## src/rtl/tfs_pkg.sv

```systemverilog
package tfs_pkg;

  typedef enum logic {STYLE_AREA = 1'b0, STYLE_SPEED = 1'b1} style_e;

  localparam int unsigned SUB_W     = 4;
  localparam int unsigned RED_W     = SUB_W + 1;
  localparam int unsigned BYTE_W    = 2 * SUB_W;
  localparam int unsigned SHARE_W   = 3 * SUB_W;
  localparam int unsigned SUB_N     = 1 << SUB_W;
  localparam int unsigned BYTE_N    = 1 << BYTE_W;
  localparam logic [8:0]  AES_POLY  = 9'h11B;
  localparam logic [7:0]  AFF_C     = 8'h63;
  localparam logic [7:0]  GEN       = 8'h03;
  localparam int unsigned OMEGA_EXP = 51;   // 255/5: element of order five

  typedef logic [SUB_W-1:0] sub_t;
  typedef logic [RED_W-1:0] red_t;
  typedef logic [SHARE_W-1:0][BYTE_W-1:0]  in_rows_t;
  typedef logic [BYTE_W-1:0][2*RED_W-1:0]  out_rows_red_t;
  typedef logic [BYTE_W-1:0][BYTE_W-1:0]   out_rows_sub_t;
  typedef logic [2*RED_W-1:0][BYTE_W-1:0]  img_t;
  typedef logic [SUB_W-1:0][SUB_N-1:0]     inv_mask_t;

  // ---- GF(16) as GF(2)[x]/(x^4+x^3+x^2+x+1), redundant ring mod x^5+1 ----
  function automatic red_t red_mul(input sub_t x, input sub_t y);
    red_t r;
    r = '0;
    for (int i = 0; i < SUB_W; i++)
      for (int j = 0; j < SUB_W; j++)
        r[(i+j) % RED_W] = r[(i+j) % RED_W] ^ (x[i] & y[j]);
    return r;
  endfunction

  function automatic sub_t fold(input red_t r);
    return r[SUB_W-1:0] ^ {SUB_W{r[SUB_W]}};
  endfunction

  function automatic sub_t gf16_mul(input sub_t x, input sub_t y);
    return fold(red_mul(x, y));
  endfunction

  function automatic sub_t gf16_sq(input sub_t c);
    return {c[2], c[1] ^ c[2], c[3] ^ c[2], c[0] ^ c[2]};
  endfunction

  function automatic inv_mask_t inv_masks();
    inv_mask_t m;
    m = '0;
    for (int v = 1; v < SUB_N; v++)
      for (int t = 1; t < SUB_N; t++)
        if (gf16_mul(v[SUB_W-1:0], t[SUB_W-1:0]) == sub_t'(1))
          for (int b = 0; b < SUB_W; b++)
            m[b][v] = t[b];
    return m;
  endfunction

  // ---- GF(2^8) helpers used only for deriving the linear networks ----
  function automatic logic [7:0] gf256_mul(input logic [7:0] x, input logic [7:0] y);
    logic [7:0] acc;
    logic [7:0] sh;
    acc = '0;
    sh  = x;
    for (int i = 0; i < 8; i++) begin
      if (y[i]) acc = acc ^ sh;
      sh = sh[7] ? ((sh << 1) ^ AES_POLY[7:0]) : (sh << 1);
    end
    return acc;
  endfunction

  function automatic logic [7:0] gf256_pow(input logic [7:0] b, input int unsigned e);
    logic [7:0] r;
    r = 8'h01;
    for (int unsigned i = 0; i < e; i++) r = gf256_mul(r, b);
    return r;
  endfunction

  function automatic logic [7:0] find_root(input logic [7:0] w);
    logic [7:0] r;
    logic       hit;
    r   = '0;
    hit = 1'b0;
    for (int t = 0; t < 256; t++)
      if (!hit && ((gf256_mul(t[7:0], t[7:0]) ^ t[7:0] ^ w) == 8'h00)) begin
        r   = t[7:0];
        hit = 1'b1;
      end
    return r;
  endfunction

  function automatic logic [7:0] aff_lin(input logic [7:0] v);
    return v ^ {v[6:0], v[7]} ^ {v[5:0], v[7:6]} ^ {v[4:0], v[7:5]} ^ {v[3:0], v[7:4]};
  endfunction

  // images of w^k*Ybar (slot 0) and w^k*Y (slot 1), k = 0..RED_W-1
  function automatic img_t basis_imgs();
    img_t       r;
    logic [7:0] w, y, yb, wp;
    w  = gf256_pow(GEN, OMEGA_EXP);
    y  = find_root(w);            // Y^2 + Y + w = 0
    yb = y ^ 8'h01;               // conjugate: Y + Ybar = 1
    wp = 8'h01;
    for (int k = 0; k < RED_W; k++) begin
      r[k]         = gf256_mul(wp, yb);
      r[RED_W + k] = gf256_mul(wp, y);
      wp           = gf256_mul(wp, w);
    end
    return r;
  endfunction

  function automatic in_rows_t in_rows();
    img_t                         img;
    logic [BYTE_W-1:0][BYTE_W-1:0] col;
    logic [7:0]                   v;
    in_rows_t                     r;
    img = basis_imgs();
    col = '0;
    for (int c = 0; c < BYTE_N; c++) begin
      v = '0;
      for (int k = 0; k < SUB_W; k++) begin
        if (c[k])         v = v ^ img[k];
        if (c[SUB_W + k]) v = v ^ img[RED_W + k];
      end
      for (int j = 0; j < BYTE_W; j++)
        if (v == (8'h01 << j)) col[j] = c[BYTE_W-1:0];
    end
    for (int j = 0; j < BYTE_W; j++) begin
      for (int i = 0; i < BYTE_W; i++) r[i][j] = col[j][i];
      for (int i = 0; i < SUB_W; i++)  r[BYTE_W + i][j] = col[j][i] ^ col[j][SUB_W + i];
    end
    return r;
  endfunction

  function automatic out_rows_red_t out_rows_red();
    img_t          img;
    logic [7:0]    c;
    out_rows_red_t r;
    img = basis_imgs();
    for (int s = 0; s < 2*RED_W; s++) begin
      c = aff_lin(img[s]);
      for (int i = 0; i < BYTE_W; i++) r[i][s] = c[i];
    end
    return r;
  endfunction

  function automatic out_rows_sub_t out_rows_sub();
    img_t          img;
    logic [7:0]    c;
    out_rows_sub_t r;
    img = basis_imgs();
    for (int sl = 0; sl < 2; sl++)
      for (int k = 0; k < SUB_W; k++) begin
        c = aff_lin(img[sl*RED_W + k]);
        for (int i = 0; i < BYTE_W; i++) r[i][sl*SUB_W + k] = c[i];
      end
    return r;
  endfunction

endpackage

```

## src/rtl/tfs_in_map.sv

```systemverilog
module tfs_in_map import tfs_pkg::*; #(
  parameter style_e STYLE = STYLE_SPEED
) (
  input  logic [BYTE_W-1:0]  byte_i,
  output logic [SHARE_W-1:0] share_o  // {a^b, b, a}
);
  localparam in_rows_t ROWS = in_rows();

  if (STYLE == STYLE_SPEED) begin : g_flat
    for (genvar i = 0; i < SHARE_W; i++) begin : g_bit
      assign share_o[i] = ^(byte_i & ROWS[i]);
    end
  end else begin : g_reuse
    for (genvar i = 0; i < BYTE_W; i++) begin : g_bit
      assign share_o[i] = ^(byte_i & ROWS[i]);
    end
    assign share_o[SHARE_W-1:BYTE_W] = share_o[SUB_W-1:0] ^ share_o[BYTE_W-1:SUB_W];
  end

  always_comb begin
    a_r8_zero_only: assert ((byte_i == '0) == (share_o[BYTE_W-1:0] == '0))
      else $error("R8: nonzero byte collapsed to zero coordinates or vice versa");
  end
endmodule

```

## src/rtl/tfs_norm.sv

```systemverilog
module tfs_norm import tfs_pkg::*; (
  input  logic [SHARE_W-1:0] share_i,
  output sub_t               norm_o
);
  sub_t a, b, s, sq_nu;
  red_t acc;

  assign a = share_i[SUB_W-1:0];
  assign b = share_i[BYTE_W-1:SUB_W];
  assign s = share_i[SHARE_W-1:BYTE_W];
  // (a+b)^2 * x in closed form: a bit permutation, no reduction needed
  assign sq_nu  = {s[1], s[3], s[0], s[2]};
  assign acc    = red_mul(a, b) ^ {1'b0, sq_nu};
  assign norm_o = fold(acc);

  always_comb begin
    a_r9_norm_zero: assert ((norm_o == '0) == (a == '0 && b == '0))
      else $error("R9: norm zero mismatch");
  end
endmodule

```

## src/rtl/tfs_sub_inv.sv

```systemverilog
module tfs_sub_inv import tfs_pkg::*; #(
  parameter style_e STYLE = STYLE_SPEED
) (
  input  sub_t d_i,
  output sub_t inv_o
);
  if (STYLE == STYLE_SPEED) begin : g_sop
    localparam inv_mask_t MASKS = inv_masks();
    logic [SUB_N-1:0] hot;
    assign hot = SUB_N'(1) << d_i;
    for (genvar b = 0; b < SUB_W; b++) begin : g_bit
      assign inv_o[b] = |(hot & MASKS[b]);
    end
  end else begin : g_pow
    sub_t p2, p4, p8;
    assign p2    = gf16_sq(d_i);
    assign p4    = gf16_sq(p2);
    assign p8    = gf16_sq(p4);
    assign inv_o = gf16_mul(gf16_mul(p2, p4), p8);  // d^14
  end

  always_comb begin
    a_r10_inverse: assert (d_i == '0 || gf16_mul(d_i, inv_o) == sub_t'(1))
      else $error("R10: subfield inverse wrong");
    a_r10_zero: assert (d_i != '0 || inv_o == '0)
      else $error("R10: zero not mapped to zero");
  end
endmodule

```

## src/rtl/tfs_out_stage.sv

```systemverilog
module tfs_out_stage import tfs_pkg::*; #(
  parameter style_e STYLE = STYLE_SPEED
) (
  input  sub_t              theta_i,
  input  sub_t              a_i,
  input  sub_t              b_i,
  output logic [BYTE_W-1:0] sbox_o
);
  red_t              z_yb, z_y;
  logic [BYTE_W-1:0] lin;

  assign z_yb = red_mul(theta_i, b_i);  // coefficient on Ybar
  assign z_y  = red_mul(theta_i, a_i);  // coefficient on Y

  if (STYLE == STYLE_SPEED) begin : g_flat
    localparam out_rows_red_t ROWS = out_rows_red();
    logic [2*RED_W-1:0] zz;
    assign zz = {z_y, z_yb};
    for (genvar i = 0; i < BYTE_W; i++) begin : g_bit
      assign lin[i] = ^(zz & ROWS[i]);
    end
  end else begin : g_fold
    localparam out_rows_sub_t ROWS = out_rows_sub();
    logic [BYTE_W-1:0] ff;
    assign ff = {fold(z_y), fold(z_yb)};
    for (genvar i = 0; i < BYTE_W; i++) begin : g_bit
      assign lin[i] = ^(ff & ROWS[i]);
    end
  end

  assign sbox_o = lin ^ AFF_C;

  always_comb begin
    a_r11_zero_theta: assert (theta_i != '0 || sbox_o == AFF_C)
      else $error("R11: zero inverse did not give affine constant");
  end
endmodule

```

## src/rtl/tfs_sbox.sv

```systemverilog
module tfs_sbox import tfs_pkg::*; #(
  parameter style_e STYLE = STYLE_SPEED
) (
  input  logic [BYTE_W-1:0] byte_i,
  output logic [BYTE_W-1:0] sbox_o
);
  logic [SHARE_W-1:0] share;
  sub_t               norm, theta;

  tfs_in_map #(.STYLE(STYLE)) u_in (
    .byte_i (byte_i),
    .share_o(share)
  );

  tfs_norm u_norm (
    .share_i(share),
    .norm_o (norm)
  );

  tfs_sub_inv #(.STYLE(STYLE)) u_inv (
    .d_i  (norm),
    .inv_o(theta)
  );

  tfs_out_stage #(.STYLE(STYLE)) u_out (
    .theta_i(theta),
    .a_i    (share[SUB_W-1:0]),
    .b_i    (share[BYTE_W-1:SUB_W]),
    .sbox_o (sbox_o)
  );

  always_comb begin
    a_r4_no_fixed: assert (sbox_o != byte_i && sbox_o != ~byte_i)
      else $error("R4: fixed or complement-fixed point");
  end
endmodule

```

## config.mk

```make
export PLATFORM = sky130hd
export DESIGN_NAME = tfs_sbox
export DESIGN_NICKNAME = d
export VERILOG_FILES = /design/src/rtl/tfs_pkg.sv /design/src/rtl/tfs_in_map.sv /design/src/rtl/tfs_norm.sv /design/src/rtl/tfs_sub_inv.sv /design/src/rtl/tfs_out_stage.sv /design/src/rtl/tfs_sbox.sv
export SDC_FILE = /design/constraint.sdc
export NUM_CORES = 1
export LEC_CHECK = 0
export BUFFER_PORTS_ARGS = -buffer_cell sky130_fd_sc_hd__buf_2
export CAP_MARGIN = 0
export CORE_MARGIN = 2
export CORE_UTILIZATION = 45
export DETAILED_ROUTE_END_ITERATION = 12
export GPL_TIMING_DRIVEN = 0
export SETUP_SLACK_MARGIN = 0.4
export SYNTH_ARGS = -nofsm -noshare
export SYNTH_HDL_FRONTEND = slang
export SYNTH_SLANG_ARGS = --single-unit
```

## constraint.sdc

```tcl
create_clock -name vclk -period 11.6
set_clock_uncertainty 0.2 [all_clocks]
set_input_delay 2.32 -clock vclk [all_inputs]
set_output_delay 2.32 -clock vclk [all_outputs]
set_load 0.1 [all_outputs]
```

==> impl_metrics.tcl, run 1 <==
set metrics [dict create \
    run_status "complete, no violations" \
    synth_nets 300 \
    synth_area_sq_um 2230 \
    drt_pre_antenna_iters 5 \
    ant_nets 0 \
    tightest_slew_ns 0.933 \
    antenna_found_initial 0 \
    top_layer_used "met4" \
    wl_per_cell_um 15.8 \
    period_minus_slack_ns 9.65 \
    cp_max_fo 8 \
    start_kind "primary input" \
    synth.distinct_cells 53 \
    place_hpwl_um 4600 \
    hold_viol 0 \
    routed_wl_um 5860 \
    overflow 0 \
    fp.dieH_um 74.4 \
    vias_per_cell 5.86 \
    cts_setup_buffers 0 \
    worstSetupPathDepth 14 \
    fp.dieW_um 74.4 \
    slew-limit-headroom 0.374 \
    num_rows 25 \
    yosys_warnings 0 \
    multi_input_area_sq_um 2100 \
    drive_gt1_frac 0.182 \
    seq_cell_count 0 \
    n_clock_buffer 0 \
    maxCapViolCount 0 \
    final.setup.tns_ns 0 \
    worstPathCellList "buf_2, xnor3_1, xor2_1, nand2_1, xor2_1, xnor2_2, o31ai_1, nor3b_2, nor2_1, xnor2_1, xnor2_1, xnor3_1, xnor3_1, buf_2" \
    fin_hold_ws_ns 5.66 \
    synth_top_area_share 0.153 \
    dieArea_sq_um 5530 \
    num_vias 2170 \
    worstSetupPathType "in -> out" \
    gp_congestion 0.871 \
    slowest_delay_ns 0.67 \
    yosysTopAreaCell "xnor2_1" \
    ys_top_cells_by_area "xnor2_1 15%, xnor2_2 9.5%, xor2_1 6.7%" \
    start_util 0.469 \
    cts_resized 0 \
    nNetsFinal 313 \
    area_growth_pct 6.23 \
    port_buffers 11 \
    cp_common_cell "xnor3_1" \
    postCtsHoldBufs 0 \
    io_pins 16 \
    wl_met1_um 2660 \
    critical_path.endpoint_type "output pin" \
    synthCells 292 \
    worst_ep_arrival_time_ns 7.13 \
    drt_iter0_drc 250 \
    regArea_sq_um 0 \
    core_sq_um 4750 \
    fillCellCount 489 \
    avgSynthCellArea_sq_um 7.64 \
    diodes 0 \
    rsz0062_at_grt "false" \
    grt_pass1_wl_um 9540 \
    cp.required_ns 9.08 \
    slowest_stage "xor2_1" \
    startpoint "byte_i[5]" \
    fmax_ghz 0.104 \
    drv_slew 0 \
    drc 0 \
    critPathTopFamily "XOR/XNOR gates" \
    hp-class "in -> out" \
    met3_length_um 292 \
    track_usage 0.218 \
    grt_pass1_vias 1969 \
    finalSetupViolCount 0 \
    grt_max_degree 11 \
    cp.buffers_inverters 2 \
    min_from "byte_i[4]" \
    ys_seq_area_frac 0 \
    timing.final.crit_share 0.832 \
    hold_path_depth 7 \
    wl_met2_um 2810 \
]
[metal layers]
| metal | global-route usage | vias up |
|---|---|---|
| met3 | 0.00678 | 8 |
| met4 | 0.0337 | 0 |
| li1 | - | 1076 |
| met5 | 0 | - |
| met1 | 0.301 | 999 |
| met2 | 0.385 | 87 |
[worst paths after layout]
check,endpoint
min,sbox_o[0]
max,sbox_o[6]
[cells by family (layout without fill, tap and decap cells)]
kind of cell    Yosys count  count (layout)  share of synthesized area
xor+xnor                 82              82                      0.455
compound gates           79              79                      0.246
buf+inv                  22              33                     0.0578
simple gates            104             104                      0.218
mux                       5               5                     0.0230
[synth_stat cells, types with 2 or more instances]
cell type  instances
xnor2_1           39
nor2_1            38
nand2_1           24
xor2_1            17
o21ai_0           13
xnor2_2           13
a21oi_1           11
nor3_1            11
buf_2              9
a22oi_1            7
nor2b_1            7
o211ai_1           7
nand2b_1           6
nand3_1            6
o21ai_1            6
o31ai_1            6
a221oi_1           5
xnor3_1            5
mux2i_1            4
o221ai_1           4
o22ai_1            4
a211oi_1           3
and3_1             3
buf_4              3
buf_6              3
clkbuf_1           3
or2_2              3
xor3_1             3
a22o_1             2
inv_1              2
xnor3_2            2
xor2_4             2
[cell type report]
type | count | area share
inverter | 3 | 0.00475
timing repair buffer | 11 | 0.0232
tap | 67 | 0.0354
multi-input combinational | 270 | 0.887
buffer | 19 | 0.0497
[worst min-delay path: stages]
cell and delay (ns):
buf_2 0.18, xnor3_1 0.22, xor2_1 0.22, nand2b_1 0.13, xnor2_1 0.13, xnor2_1 0.06
buf_2 0.28
[metrics by stage]
step           std cells  cell area, sq um  utilization  worst slack (ns)
2_1_floorplan        292              2230            -              1.97
3_5_place_dp         370              2370        0.498              2.00
6_report             370              2370        0.498              1.95
4_1_cts              370              2370        0.498              1.99
3_3_place_gp         370              2370        0.498              2.04
5_1_grt              370              2370        0.498              1.62
[cell usage in the layout (no fill, tap or decap), types with 3 or more instances in the layout]
master / instances
or2_2: 3
o211ai_1: 7
a21oi_1: 11
nand2b_1: 6
o21ai_0: 13
nand2_1: 24
o21ai_1: 6
xnor2_2: 13
nor3_1: 11
nor2_1: 38
xnor2_1: 39
o22ai_1: 4
a22oi_1: 7
o31ai_1: 6
mux2i_1: 4
clkbuf_1: 3
a221oi_1: 5
o221ai_1: 4
nor2b_1: 7
nand3_1: 6
xor3_1: 3
buf_6: 3
buf_4: 3
and3_1: 3
buf_2: 20
a211oi_1: 3
xnor3_1: 5
xor2_1: 17
Power of run 1 is left out: the tool's default activity adds up to more than one toggle a clock period on the data nets, which glitch-free logic cannot reach.
==> run 2, diff against run 1 <==
--- a/config.mk
+++ b/config.mk
@@ -5,6 +5,7 @@
 export SDC_FILE = /design/constraint.sdc
 export NUM_CORES = 1
 export LEC_CHECK = 0
+export ABC_AREA = 1
 export BUFFER_PORTS_ARGS = -buffer_cell sky130_fd_sc_hd__buf_2
 export CAP_MARGIN = 0
 export CORE_MARGIN = 2
==> constraint.sdc (replaced) <==
create_clock -name vclk -period 8.8
set_clock_uncertainty 0.2 [all_clocks]
set_input_delay 1.76 -clock vclk [all_inputs]
set_output_delay 1.76 -clock vclk [all_outputs]
set_load 0.1 [all_outputs]
==> impl_metrics.tcl, run 2 <==
set metrics [dict create \
    fillCellCount 544 \
    synth.top_cells.by_count "248 x nand2_1, 81 x nand3_1, 37 x inv_1" \
    core_sq_um 4690 \
    run_status "complete, no violations" \
    cp.required_ns 6.84 \
    period_minus_slack_ns 7.07 \
    seq_cell_count 0 \
    diodes 0 \
    synth_nets 478 \
    final_cell_mix "248 x nand2_1, 81 x nand3_1, 37 x inv_1" \
    critical_path.endpoint_type "output pin" \
    cts_setup_buffers 0 \
    synthCells 470 \
    track_usage 0.211 \
    tightest_slew_ns 0.485 \
    gp_congestion 0.921 \
    ys_top_cells_by_area "nand2_1 43%, nand3_1 19%, nand2_2 10%" \
    avgSynthCellArea_sq_um 4.61 \
    fmax_ghz 0.141 \
    synth.distinct_cells 22 \
    cp.buffers_inverters 6 \
    cp_common_cell "nand2_1" \
    maxCapViolCount 0 \
    drt_iter0_drc 127 \
    wl_per_cell_um 10.4 \
    worst_ep_arrival_time_ns 5.11 \
    fp.dieW_um 73.4 \
    slowest_stage "buf_2" \
    grt_max_degree 11 \
    start_kind "primary input" \
    dieArea_sq_um 5390 \
    cts_resized 0 \
    hold_viol 0 \
    final_common_cell "nand2_1" \
    postCtsHoldBufs 0 \
    slowest_delay_ns 0.41 \
    yosysMostFrequentCell "nand2_1" \
    critPathTopFamily "simple AND/OR/NAND/NOR gates" \
    drc 0 \
    drv_slew 0 \
    regArea_sq_um 0 \
    hp-class "in -> out" \
    nNetsFinal 494 \
    grt_pass1_vias 2253 \
    yosys_warnings 0 \
    fp.dieH_um 73.4 \
    ys_seq_area_frac 0 \
    start_util 0.462 \
    area_growth_pct 6.35 \
    io_pins 16 \
    timing.final.crit_share 0.803 \
    grt_pass1_wl_um 9410 \
    vias_per_cell 5.04 \
    finalSetupViolCount 0 \
    antenna_found_initial 0 \
    cp_max_fo 10 \
    num_rows 25 \
    synth_area_sq_um 2170 \
    yosysTopAreaCell "nand2_1" \
    port_buffers 14 \
    synth_top_area_share 0.430 \
    routed_wl_um 5620 \
    ant_nets 0 \
    num_vias 2711 \
    worstSetupPathType "in -> out" \
    slew-limit-headroom 0.679 \
    final.setup.tns_ns 0 \
    overflow 0 \
    place_hpwl_um 4770 \
    n_clock_buffer 0 \
    drive_gt1_frac 0.178 \
    rsz0062_at_grt "false" \
    drt_pre_antenna_iters 4 \
]
==> run 2: changes by cell type in the layout (fill, tap and decap cells not counted), sizes merged, moves of 7 or more <==
cell,previous run,this run
o211ai,7,0
nor2,38,15
nor2b,7,0
xnor3,7,0
nor3,12,0
a22oi,7,0
o21ai,19,1
inv,3,53
nand2,24,287
xnor2,52,7
nand3,6,86
xor2,19,5
==> run 2: path summary, 6_finish.rpt <==
| check | start | end | slack (ns) | cells past startpoint |
|---|---|---|---|---|
| max | byte_i[3] | sbox_o[6] | 1.73 | 32 |
| min | byte_i[3] | sbox_o[3] | 4.49 | 11 |
==> run 2: metrics by stage <==
step	cells	hold slack (ns)	instance area, sq um	setup WS, ns	util
after CTS	538	4.48	2300	1.75	0.491
after global placement	538	4.47	2300	1.87	0.491
after detailed placement	538	4.48	2300	1.76	0.491
after floorplan	470	4.31	2170	1.38	-
final	538	4.49	2300	1.73	0.491
after global routing	538	4.56	2300	1.32	0.491
==> run 2: cell type report <==
cell class,instances,area (sq um),share of cell area
inverter,54,205,0.0890
buffer,6,48.8,0.0212
timing repair buffer,14,70.1,0.0304
multi-input combinational,410,1910,0.830
tap,54,67.6,0.0293
==> run 2: kinds of logic after synthesis <==
group,synth area share
buffers and inverters,0.117
xor gates and xnor gates,0.0641
and+or+nand+nor,0.800
AOI/OAI and AO/OA,0.0185
==> run 2: routing by layer <==
metal | global-route usage | wire length, um
met2 | 0.400 | 2840
met4 | 0.0303 | 87
met5 | 0 | 0
met3 | 0.00412 | 166
met1 | 0.269 | 2530
Power of run 2 is left out for the same reason.
